File: config.mk
export PLATFORM = sky130hd
export DESIGN_NAME = booth_mult
export DESIGN_NICKNAME = d
export VERILOG_FILES = /design/src/rtl/booth_pkg.sv /design/src/rtl/booth_ctrl.sv /design/src/rtl/booth_datapath.sv /design/src/rtl/booth_mult.sv
export SDC_FILE = /design/constraint.sdc
export NUM_CORES = 1
export LEC_CHECK = 0
export CAP_MARGIN = 10
export CELL_PAD_IN_SITES_DETAIL_PLACEMENT = 2
export CELL_PAD_IN_SITES_GLOBAL_PLACEMENT = 2
export CORE_MARGIN = 4
export CORE_UTILIZATION = 33
export DETAILED_ROUTE_END_ITERATION = 16
export DONT_BUFFER_PORTS = 1
export HOLD_SLACK_MARGIN = 0.12
export PLACE_DENSITY = 0.71
export SLEW_MARGIN = 20
export SYNTH_ARGS = -nofsm -noshare
export SYNTH_HDL_FRONTEND = slang
export SYNTH_SLANG_ARGS = --single-unit
export TNS_END_PERCENT = 5
File: constraint.sdc
create_clock -name clk -period 1.7 [get_ports clk]
set_input_delay 0.085 -clock clk [delete_from_list [all_inputs] [get_ports clk]]
set_output_delay 0.085 -clock clk [all_outputs]
set_load 0.05 [all_outputs]
File: src/rtl/booth_pkg.sv
package booth_pkg;

    typedef enum logic [0:0] {
        ST_IDLE = 1'b0,
        ST_RUN  = 1'b1
    } state_e;

    typedef enum logic [1:0] {
        OP_HOLD = 2'd0,
        OP_ADD  = 2'd1,
        OP_SUB  = 2'd2
    } booth_op_e;

    // Recoding of the bit pair {current LSB, previously shifted-out bit}
    function automatic booth_op_e booth_decode(input logic lsb, input logic prev);
        case ({lsb, prev})
            2'b10:   return OP_SUB;
            2'b01:   return OP_ADD;
            default: return OP_HOLD;
        endcase
    endfunction

endpackage

File: src/rtl/booth_ctrl.sv
module booth_ctrl
    import booth_pkg::*;
#(
    parameter int WIDTH = 4
) (
    input  logic clk,
    input  logic rst,
    input  logic start,
    output logic load,
    output logic step,
    output logic busy,
    output logic done
);
    localparam int CW = $clog2(WIDTH + 1);
    localparam logic [CW-1:0] LAST = CW'(WIDTH - 1);

    state_e        state;
    logic [CW-1:0] cnt;

    assign busy = (state == ST_RUN);
    assign step = busy;
    assign load = start && !busy;

    always_ff @(posedge clk) begin
        if (rst) begin
            state <= ST_IDLE;
            cnt   <= '0;
            done  <= 1'b0;
        end else begin
            done <= 1'b0;
            case (state)
                ST_IDLE: begin
                    if (start) begin
                        state <= ST_RUN;
                        cnt   <= '0;
                    end
                end
                ST_RUN: begin
                    cnt <= cnt + 1'b1;
                    if (cnt == LAST) begin
                        state <= ST_IDLE;
                        done  <= 1'b1;
                    end
                end
                default: state <= ST_IDLE;
            endcase
        end
    end

    // Step count never exceeds the operand width
    assert_cnt_window_R3: assert property (@(posedge clk) disable iff (rst)
        busy |-> cnt <= LAST);

    assert_done_pulse_R3: assert property (@(posedge clk) disable iff (rst)
        done |=> !done);

    assert_done_ends_busy_R3: assert property (@(posedge clk) disable iff (rst)
        $fell(busy) |-> done);

    assert_accept_R2: assert property (@(posedge clk) disable iff (rst)
        (start && !busy) |=> (busy && cnt == '0));

    // A start during a run neither restarts nor stalls the count
    assert_start_ignored_R6: assert property (@(posedge clk) disable iff (rst)
        (busy && start && cnt != LAST) |=> (busy && cnt == $past(cnt) + 1'b1));

endmodule

File: src/rtl/booth_datapath.sv
module booth_datapath
    import booth_pkg::*;
#(
    parameter int WIDTH = 4
) (
    input  logic               clk,
    input  logic               rst,
    input  logic               load,
    input  logic               step,
    input  logic [WIDTH-1:0]   mcand_in,
    input  logic [WIDTH-1:0]   mplier_in,
    output logic [2*WIDTH-1:0] prod
);
    // One guard bit so that negating the most negative multiplicand is exact
    localparam int AW = WIDTH + 1;

    logic [AW-1:0]    acc;
    logic [WIDTH-1:0] qreg;
    logic             qprev;
    logic [WIDTH-1:0] mcand;

    logic [AW-1:0]    mext;
    logic [AW-1:0]    sum;
    booth_op_e        op;

    assign mext = {mcand[WIDTH-1], mcand};
    assign op   = booth_decode(qreg[0], qprev);

    always_comb begin
        case (op)
            OP_ADD:  sum = acc + mext;
            OP_SUB:  sum = acc + (~mext + 1'b1);
            default: sum = acc;
        endcase
    end

    always_ff @(posedge clk) begin
        if (rst) begin
            acc   <= '0;
            qreg  <= '0;
            qprev <= 1'b0;
            mcand <= '0;
        end else if (load) begin
            acc   <= '0;
            qreg  <= mplier_in;
            qprev <= 1'b0;
            mcand <= mcand_in;
        end else if (step) begin
            acc   <= {sum[AW-1], sum[AW-1:1]};
            qreg  <= {sum[0], qreg[WIDTH-1:1]};
            qprev <= qreg[0];
        end
    end

    assign prod = {acc[WIDTH-1:0], qreg};

    // Outside load and step the product register is frozen
    assert_hold_R8: assert property (@(posedge clk) disable iff (rst)
        (!load && !step) |=> $stable(prod));

    // Captured multiplicand cannot follow the input during a run
    assert_mcand_kept_R7: assert property (@(posedge clk) disable iff (rst)
        step |=> $stable(mcand));

    // Each step moves the old multiplier LSB into the saved bit
    assert_shift_chain_R9: assert property (@(posedge clk) disable iff (rst)
        (step && !load) |=> (qprev == $past(qreg[0])));

endmodule

File: src/rtl/booth_mult.sv
module booth_mult
    import booth_pkg::*;
#(
    parameter int WIDTH = 4
) (
    input  logic               clk,
    input  logic               rst,
    input  logic               start,
    input  logic [WIDTH-1:0]   multiplicand,
    input  logic [WIDTH-1:0]   multiplier,
    output logic               busy,
    output logic               done,
    output logic [2*WIDTH-1:0] product
);
    logic load;
    logic step;

    booth_ctrl #(.WIDTH(WIDTH)) u_ctrl (
        .clk   (clk),
        .rst   (rst),
        .start (start),
        .load  (load),
        .step  (step),
        .busy  (busy),
        .done  (done)
    );

    booth_datapath #(.WIDTH(WIDTH)) u_dp (
        .clk       (clk),
        .rst       (rst),
        .load      (load),
        .step      (step),
        .mcand_in  (multiplicand),
        .mplier_in (multiplier),
        .prod      (product)
    );

    // An accepted start loads the multiplier into the low half
    assert_load_view_R2: assert property (@(posedge clk) disable iff (rst)
        (start && !busy) |=> product == {{WIDTH{1'b0}}, $past(multiplier)});

    assert_reset_idle_R1: assert property (@(posedge clk)
        $past(rst) |-> (!busy && !done && product == '0));

endmodule

**Yosys cells after proc, flatten, opt, wreduce, memory -nomap -nowiden**

Cells that the tools add are included.

- Flip-flop bits (word level): 18
- Output and inout bits: 10
- Logic and storage cells: 34

- Bitwise gates (word level): 2
- Reductions and logical operators: 5
- Add/subtract/negate cells: 4
- Muxes and demuxes: 10
- Eq/ne operators: 6

Operators by type and width:

| cell | number |
|---|---|
| 5-bit case mux with 2 select lines | 1 |
| 4-bit 2-to-1 mux | 2 |
| 3-bit case mux with 2 select lines | 1 |
| 4-bit by 4-bit adder with 5-bit output | 1 |
| 5-bit by 1-bit adder with 5-bit output, second input constant | 1 |
| 5-bit adder | 1 |
| 5-bit NOT | 1 |
| 2-bit by 1-bit equality test with 1-bit output, second input constant | 2 |
| 2-bit equality test, second input constant | 2 |
| 2-bit case mux with 2 select lines | 1 |
| 2-bit OR reduction | 2 |
| 3-bit by 1-bit adder with 3-bit output, second input constant | 1 |
| 3-bit by 2-bit equality test with 1-bit output, second input constant | 1 |
| 1-bit 2-to-1 mux | 3 |
| 3-bit 2-to-1 mux | 1 |
| 2-bit != test, second input constant | 1 |
| 1-bit case mux with 2 select lines | 1 |
| 2-bit nonzero test | 1 |
| 1-bit logical AND | 1 |
| 1-bit zero test | 1 |
| 1-bit NOT | 1 |

**Logic depth before layout (Yosys ltp)**

Gate-level depths: netlist of the first run.

- Depth in word-level cells: 6
- Depth in mapped cells: 8

**By module**

Synthesis of the first run repeated with hierarchy kept, for this count alone.

- Cells, all modules: 132
- Area total of the unflattened synthesis: 1194.9 sq um

By module, submodules not included:

| module | area each (sq um) | instances | cells each |
|---|---|---|---|
| booth_datapath | 949.7 | 1 | 109 |
| booth_ctrl | 245.2 | 1 | 23 |

**Least setup slack after synthesis of the first run**

OpenSTA, ideal clock, no wires.

- Path type: register to register
- Start: reg u_dp.acc[0]
- End: reg u_dp.acc[1]
- Library setup time: 115 ps
- Cell stages (with the launch flop): 9
- Required time: 1585 ps
- Path slack: -411 ps
- Arrival time: 1996 ps
- Path through: dfxtp_1 -> ha_1 -> inv_1 -> fa_1 -> xor2_1 -> a221oi_1 -> nor3_1 -> a21oi_1 -> nor2_1

- Cells in the longest elaborated chain, start to end: 2
- Elaborated cells between the ends (all ways): 3
- Those cells by class: add/sub (2); mux (1)

Ends and longest elaborated chain:

| item | line | text |
|---|---|---|
| start: declaration | booth_datapath.sv:17 | `logic [AW-1:0] acc;` |
| start signal: assignment | booth_datapath.sv:49 | `acc <= {sum[AW-1], sum[AW-1:1]};` |
| 5-bit adder / 4-bit by 4-bit adder with 5-bit output (equally long branches) | booth_datapath.sv:32, booth_datapath.sv:31 |  |
| 5-bit case mux with 2 select lines * | booth_datapath.sv:30 | `case (op)` |

Every way passes the cells marked *; elsewhere a longest branch is shown, timed or not.
A chain may end at the register's enable or synchronous reset.

**Worst setup path in the final report of the first run**

- Start: reg u_dp.acc[0]
- End: reg u_dp.acc[0]

The elaborated chain is that of the path after synthesis.

==> run_results.csv, run 1 <==
group,metric,value,unit
synthesis,synth.area.top_cells,"dfxtp_1 32%, ha_1 13%, nor2_1 8.2%",
synthesis,synthCells,130,
clock_tree,cts_buffers,3,
timing,period_needed,1770,ps
power,p_leak,0.611,nW
clock_tree,cts_max_level,1,
timing,setup_violations,2,
synthesis,yosysWarnings,0,
critical_path,crit_required,1890,ps
critical_path,end_kind,"flip-flop",
route,firstDrtPassIters,4,
critical_path,cp_slowest_cell,"fa_2",
finish,final_common_cell,"nor2_1",
grt,grtUsageMet1,0.212,
critical_path,critical_path_class,"flip-flop to flip-flop",
timing,drv_slew,0,
timing,finClkSkew,1.52,ps
synthesis,synthAdderAreaFrac,0.166,
finish,syn_to_final_growth,27.7,%
grt,gr-usage-met3,0.0270,
synthesis,syn_nets,155,
run,maxCapViolations,0,
synthesis,synth-edff-count,0,
status,status,"complete, but fails checks",
critical_path,start_kind,"flip-flop",
synthesis,synthSimpleGateAreaFrac,0.160,
synthesis,async_reset_ff_frac,0,
timing,rsz0062_at_grt,"yes",
clock_tree,clk_pin_slew,110,ps
critical_path,critPathMaxFanout,4,
floorplanning,floorplan.die.width,66.8,um
clock_tree,cts.sinks,18,
route,routed_wl,3260,um
route,drc,0,
critical_path,critPathMostFrequentCell,"inv_2",
critical_path,cp_cell_sequence,"inv_2 > ha_4 > fa_2 > inv_2 > a221oi_2 > a21oi_1 > mux2i_1 > nor2_1",
synthesis,ys.flop_type,"dfxtp_1",
critical_path,slowest_delay,530,ps
grt,antenna_found_initial,0,
floorplanning,rows,21,
placement,place_ws,-140,ps
clock_tree,clk_latency,290,ps
finish,drive_gt1_frac,0.267,
clock_tree,cts_tree,"done",
floorplanning,ios,21,
synthesis,synth.largest_area_cell,"dfxtp_1",
critical_path,critPathArrivalTime,1950,ps
status,violations,"setup timing",
floorplanning,die_h,66.8,um
timing,whs,156,ps
timing,fmax,566,MHz
route,drtAntennaViolNets,0,
floorplanning,dieArea,0.00447,sq mm
min_path,hold_class,"input pin to flip-flop",
grt,use_met2,0.275,
finish,final_util,0.437,
timing,slew_headroom,0.617,
synthesis,synth_top_family_by_area,"adder cells",
timing,hold_violations,0,
placement,place_congestion,0.815,
grt,busiest_layer,"met2",
timing,fin_ws,-65.6,ps
finish,diodes,0,
route,drt_iter0_markers,42,
synthesis,netlist.area_leader.share,0.315,
route,vias,978,
synthesis,synth_xor_area_frac,0.0383,
clock_tree,cts.path.max_buffers,2,
synthesis,synth_compound_area_frac,0.157,
finish,nNetsFinal,176,
timing,fin_crit_sh,1.04,
placement,hpwlAfterDp,2330,um
synthesis,avgSynthCellArea,8.79,sq um
power,power_density,663,mW/mm^2
floorplanning,design.core.area,0.00334,sq mm
synthesis,synth-seq-cells,18,
clock_tree,root_buffer,"clkbuf_4",
grt,grt_max_degree,16,
synthesis,muxShareOfSynthArea,0.0613,
grt,gr-total-overflow,0,
grt,grt_first_pass_wirelength,5490,um
power,ir_drop,309,uV
floorplanning,initial_core_util,0.342,
timing,worst_slew_pin_slew,573,ps
synthesis,synth.distinct_cells,37,
placement,port-buffer-count,0,
route,viasPerCell,4.99,
grt,grt_usage,0.162,
synthesis,netlist_area,0.00114,sq mm
finish,layout_common_cells,"25 x nor2_1, 12 x buf_4, 11 x dfxtp_1",
route,wl_per_cell,16.6,um
synthesis,synth-seq-area-share,0.315,
grt,grt_pass1_vias,1094,
critical path, delay by kind of cell (launching register included):
kind,cells,cell delay [ps]
buffers and inverters,2,80
and+or+nand+nor,1,50
DFF,1,400
muxes,1,140
AOI/OAI and AO/OA,2,300
adders and majority gates,2,690
power breakdown:
group	internal (mW)	switching (mW)
clock	0.130	0.146
combinational	0.0972	0.138
sequential	0.437	0.0179
total	0.665	0.302
routing by layer:
layer  vias to the layer above  part of all wire
li1                        475                 -
met5                         -                 0
met2                        11              0.52
met1                       490              0.44
met4                         0            0.0043
met3                         2             0.034
cells in the mapped netlist, types with 2 or more instances:
cell and n:
buf_6 3, a21oi_1 10, a211oi_1 3, dfxtp_1 18
inv_1 12, ha_1 12, fa_1 2, a221oi_1 3
mux2i_1 7, nor2_1 25, o21ai_0 2, nand2b_1 2
clkbuf_1 2, xor2_1 3, nor3_1 3, xnor2_1 2
what timing repair did:
item                                    in CTS  in global routing
endpoints found under the hold margin       14                  0
endpoints found under the setup margin       4                  5
hold buffers                                10                  0
pin swaps                                    1                  1
resized for setup                            5                  8
setup buffers                                1                  0
kinds of logic after synthesis:
family / count (synthesis)
AND/OR/NAND/NOR: 39
AO/OA/AOI/OAI: 26
adder cells (fa/ha/maj): 14
flip-flops: 18
buffers and inverters: 21
multiplexers: 7
XOR/XNOR: 5
registers in the layout, summed over array words and instances (netlist names):
signal,count
u_ctrl.busy,1
u_dp.mcand,4
u_dp.qprev,1
u_dp.qreg,4
u_dp.acc,4
u_ctrl.done,1
u_ctrl.cnt,3
cell type report:
class,count,area [sq um]
clock buffers,4,36.3
fillers,388,1880
inverters,13,48.8
multi-input cells,91,721
flip-flops and latches,18,379
well taps,46,57.6
repair buffers,24,216
path summary, 6_finish.rpt:
kind / from / to / slack, ps / depth (start not counted)
max: u_dp.acc[0] / u_dp.acc[0] / -70 / 8
min reg2reg: u_dp.qreg[2] / u_dp.qreg[1] / 550 / 2
max reg2reg: u_dp.acc[0] / u_dp.acc[0] / -70 / 8
min: rst / u_dp.acc[0] / 160 / 2
through the flow:
| stage | std cells | area, sq um | power (mW) | setup TNS (ps) |
|---|---|---|---|---|
| 5_1_grt | 196 | 1460 | 1.03 | -251 |
| 6_report | 196 | 1460 | 0.967 | -98.2 |
| 4_1_cts | 196 | 1430 | 0.968 | -124 |
| 2_1_floorplan | 130 | 1190 | 0.625 | -68.0 |
| 3_3_place_gp | 181 | 1270 | 0.650 | -45.8 |
| 3_5_place_dp | 181 | 1270 | 0.660 | -247 |
Note: power is estimated with default switching activity, not from simulation.
==> inputs of run 2 (changes only) <==
GPL_TIMING_DRIVEN = 0   (was default)
==> run_results.csv, run 2 (same netlist as run 1, synthesis figures left out) <==
group,metric,value,unit
status,status,"complete, but fails checks",
status,violations,"setup timing",
grt,grt_first_pass_wirelength,5260,um
timing,rsz0062_at_grt,"yes",
floorplanning,die_h,66.8,um
critical_path,crit_required,1910,ps
grt,grt_max_degree,11,
route,wl_met2,1670,um
finish,nNetsFinal,171,
placement,hpwlAfterDp,2200,um
route,drt_iter0_markers,39,
grt,antenna_found_initial,0,
finish,drive_gt1_frac,0.200,
timing,fmax,541,MHz
critical_path,critPathMaxFanout,5,
route,route.met3.wl,91,um
grt,grt_pass1_vias,1028,
power,finalPower,950,uW
floorplanning,floorplan.die.width,66.8,um
grt,grt_usage,0.160,
clock_tree,clk_pin_slew,110,ps
placement,place_congestion,0.757,
finish,nFillCells,384,
finish,diodes,0,
timing,fin_crit_sh,1.09,
timing,hold_violations,0,
power,power_density,679,mW/mm^2
clock_tree,cts.sinks,18,
route,drc,0,
finish,layout_common_cells,"25 x nor2_1, 13 x dfxtp_1, 11 x inv_1",
min_path,hold_class,"input pin to flip-flop",
route,routed_wl,3090,um
critical_path,slowest_delay,500,ps
timing,period_needed,1850,ps
floorplanning,ios,21,
grt,gr-total-overflow,0,
placement,dp.cells,176,
clock_tree,cts.path.max_buffers,2,
placement,placed_area,0.00124,sq mm
route,top_layer_used,"met4",
timing,finClkSkew,5.52,ps
route,viasPerCell,4.87,
floorplanning,dieArea,0.00447,sq mm
timing,fin_ws,-150,ps
route,firstDrtPassIters,4,
timing,slew_headroom,0.591,
route,met1Wirelength,1310,um
clock_tree,cts_buffers,3,
timing,finalSetupTns,-398,ps
critical_path,critPathArrivalTime,2060,ps
timing,drv_slew,0,
run,maxCapViolations,0,
placement,port-buffer-count,0,
route,vias,931,
clock_tree,cts_tree,"done",
power,p_leak,0.573,nW
floorplanning,rows,21,
timing,worst_slew_pin_slew,612,ps
clock_tree,cts_max_level,1,
finish,largest_registers,"u_dp.acc: 4 flops, u_dp.mcand: 4 flops, u_dp.qreg: 4 flops",
critical_path,cp_slowest_cell,"dfxtp_4",
finish,syn_to_final_growth,22.6,%
critical_path,end_kind,"flip-flop",
critical_path,start_kind,"flip-flop",
finish,final_area,0.00140,sq mm
clock_tree,root_buffer,"clkbuf_4",
critical_path,cp_cell_sequence,"inv_2 > ha_4 > fa_1 > inv_1 > a221oi_2 > a21oi_1 > mux2i_1 > nor2_1",
critical_path,cp.buffers_inverters,2,
clock_tree,clk_latency,300,ps
critical_path,cp_top_family,"adder cells",
timing,setup_violations,4,
finish,final_common_cell,"nor2_1",
floorplanning,design.core.area,0.00334,sq mm
power,ir_drop,406,uV
finish,finalNonFillerCells,191,
floorplanning,initial_core_util,0.342,
critical_path,critical_path_class,"flip-flop to flip-flop",
route,wl_per_cell,16.2,um
route,drtAntennaViolNets,0,
run 2: cell type report:
| class | count | area, sq um | share of cell area |
|---|---|---|---|
| inverter | 13 | 48.8 | 0.0349 |
| clock buffer | 4 | 36.3 | 0.0259 |
| timing repair buffer | 11 | 108 | 0.0769 |
| multi-input combinational | 91 | 704 | 0.503 |
| buffer | 8 | 68.8 | 0.0492 |
| sequential | 18 | 377 | 0.269 |
| tap | 46 | 57.6 | 0.0411 |
run 2: path summary, 6_finish.rpt:
path,depth (start not counted),slack [ps],start,endpoint
max,8,-150,u_dp.acc[0],u_dp.acc[0]
min,2,220,rst,u_dp.mcand[1]
max reg2reg,8,-150,u_dp.acc[0],u_dp.acc[0]
min reg2reg,2,560,u_dp.qprev,u_dp.qprev
run 2: power breakdown:
part	internal [mW]	switching [mW]	leakage, nW	total (mW)
Combinational	0.0866	0.100	0.402	0.187
Sequential	0.436	0.0525	0.150	0.488
Clock	0.130	0.145	0.0210	0.275
Total	0.653	0.298	0.573	0.950
run 2: metal layers:
metal	track usage	vias up
li1	-	467
met1	0.190	448
met2	0.287	14
met3	0.0438	2
met4	0.0305	0
met5	0	-
run 2: through the flow:
step | util | worst slack [ps] | hold WS [ps]
after floorplan | - | -28.8 | 158
after global placement | 0.373 | -125 | 164
after detailed placement | 0.373 | -148 | 163
after CTS | 0.418 | -160 | 227
after global routing | 0.420 | -277 | 256
final | 0.420 | -150 | 221
run 2: timing repair:
| item | 4_1_cts | 5_1_grt |
|---|---|---|
| hold buffers | 10 | 0 |
| pin swaps | 1 | 1 |
| endpoints found under the setup margin | 12 | 5 |
| hold endpoints to repair | 17 | 0 |
| setup buffers | 1 | 0 |
| resized for setup | 4 | 1 |
==> inputs of run 3 (changes only) <==
CORE_UTILIZATION = 37   (was 33)
PLACE_DENSITY = 0.75   (was 0.71)
clock period = 1.8 ns   (was 1.7 ns; I/O delays follow)
==> run_results.csv, run 3 (same netlist as run 1, synthesis figures left out) <==
group,metric,value,unit
floorplanning,floorplan.die.width,63.6,um
power,p_comb_frac,0.203,
timing,hold_violations,0,
critical_path,critPathArrivalTime,2120,ps
route,routed_wl,3120,um
finish,syn_to_final_growth,21.9,%
route,vias,938,
timing,finalSetupTns,-256,ps
critical_path,start_kind,"flip-flop",
critical_path,critPathMaxFanout,5,
timing,rsz0062_at_grt,"yes",
timing,drv_slew,0,
finish,regArea,377,sq um
critical_path,crit_required,2000,ps
finish,finalNonFillerCells,176,
critical_path,cp.buffers_inverters,2,
floorplanning,design.core.area,0.00285,sq mm
floorplanning,dieArea,0.00404,sq mm
placement,place_ws,-237,ps
placement,place_congestion,0.761,
power,seqPwrFrac,0.513,
timing,finClkSkew,6.38,ps
finish,largest_registers,"u_dp.acc: 4 flops, u_dp.mcand: 4 flops, u_dp.qreg: 4 flops",
power,p_int,620,uW
timing,period_needed,1930,ps
floorplanning,rows,19,
route,wl_per_cell,17.7,um
timing,fin_crit_sh,1.07,
power,switching_share,0.309,
status,status,"complete, but fails checks",
power,clkPwrFrac,0.284,
grt,grt_max_degree,11,
critical_path,cp_slowest_cell,"dfxtp_4",
timing,fin_ws,-126,ps
floorplanning,initial_core_util,0.400,
critical_path,cp_cell_sequence,"inv_4 > ha_4 > fa_1 > inv_1 > a221oi_2 > a21oi_1 > mux2i_1 > nor2_1",
timing,fmax,519,MHz
finish,diodes,0,
run,maxCapViolations,0,
critical_path,critical_path_class,"flip-flop to flip-flop",
finish,final_common_cell,"nor2_1",
route,drt_iter0_markers,56,
floorplanning,die_h,63.6,um
clock_tree,cts_max_level,1,
finish,nNetsFinal,171,
grt,grt_usage,0.172,
grt,gr-total-overflow,0,
route,firstDrtPassIters,4,
timing,setup_violations,3,
placement,hpwlAfterDp,2330,um
clock_tree,clk_pin_slew,110,ps
power,power_density,645,mW/mm^2
finish,multi_input_area,711,sq um
finish,final_util,0.488,
clock_tree,cts.sinks,18,
timing,worst_slew_pin_slew,631,ps
power,p_leak,0.581,nW
min_path,hold_class,"input pin to flip-flop",
clock_tree,cts.path.max_buffers,2,
grt,antenna_found_initial,0,
grt,grt_first_pass_wirelength,5510,um
clock_tree,clk_latency,300,ps
finish,drive_gt1_frac,0.207,
critical_path,slowest_delay,500,ps
power,p_switching,278,uW
status,violations,"setup timing",
power,ir_drop,354,uV
route,viasPerCell,5.33,
clock_tree,cts_tree,"done",
floorplanning,ios,21,
critical_path,end_kind,"flip-flop",
placement,port-buffer-count,0,
placement,dp.cells,161,
route,drtAntennaViolNets,0,
finish,layout_common_cells,"25 x nor2_1, 13 x dfxtp_1, 11 x inv_1",
grt,grt_pass1_vias,1152,
route,drc,0,
clock_tree,cts_buffers,3,
critical_path,cp_top_family,"adder cells",
finish,nFillCells,311,
clock_tree,root_buffer,"clkbuf_4",
timing,slew_headroom,0.579,
run 3: power by group through the flow:
stage	combinational (mW)	sequential (mW)	clock (mW)
after global placement	0.143	0.469	0
final	0.183	0.461	0.255
after CTS	0.181	0.461	0.266
after global routing	0.207	0.464	0.288
after floorplan	0.120	0.465	0
after detailed placement	0.155	0.470	0
run 3: what timing repair did:
action                     CTS  global route
buffers inserted             1             0
resized for setup            9             7
gates cloned                 0             0
pin swaps                    4             4
hold buffers                10             0
hold endpoints to repair    17             0
setup endpoints to repair    7             6
run 3: path summary, 6_finish.rpt:
kind	depth (start not counted)	startpoint	slack, ps	endpoint
setup reg to reg	8	u_dp.acc[0]	-130	u_dp.acc[0]
hold / removal	2	rst	240	u_dp.mcand[1]
hold reg to reg	2	u_ctrl.cnt[0]	560	u_ctrl.cnt[0]
setup / recovery	8	u_dp.acc[0]	-130	u_dp.acc[0]
run 3: per-stage QoR:
| stage | area, sq um | power [mW] | hold slack, ps |
|---|---|---|---|
| 4_1_cts | 1370 | 0.908 | 239 |
| 3_3_place_gp | 1190 | 0.612 | 166 |
| 3_5_place_dp | 1190 | 0.625 | 166 |
| 6_report | 1390 | 0.898 | 241 |
| 5_1_grt | 1390 | 0.959 | 282 |
| 2_1_floorplan | 1150 | 0.585 | 163 |
run 3: area by class of cell:
class,instances,share of cell area
Buffer,8,0.0512
Clock buffer,4,0.0261
Inverter,13,0.0368
Multi-Input combinational cell,91,0.510
Sequential cell,18,0.270
Tap cell,31,0.0279
Timing Repair Buffer,11,0.0773
run 3: routing by layer:
metal | GRT usage | share of wire | routed length, um | vias to the layer above
li1 | - | - | - | 465
met1 | 0.190 | 0.44 | 1380 | 456
met2 | 0.338 | 0.52 | 1630 | 15
met3 | 0.0195 | 0.030 | 92 | 2
met4 | 0.0485 | 0.0055 | 17 | 0
met5 | 0 | 0 | 0 | -
run 3: worst reg2reg max path, delay by kind of cell (launching register included):
family / cells / cell delay, ps
adders and majority gates: 2 / 640
DFF: 1 / 500
AOI/OAI and AO/OA: 2 / 340
muxes: 1 / 160
buffers and inverters: 2 / 110
and+or+nand+nor: 1 / 70
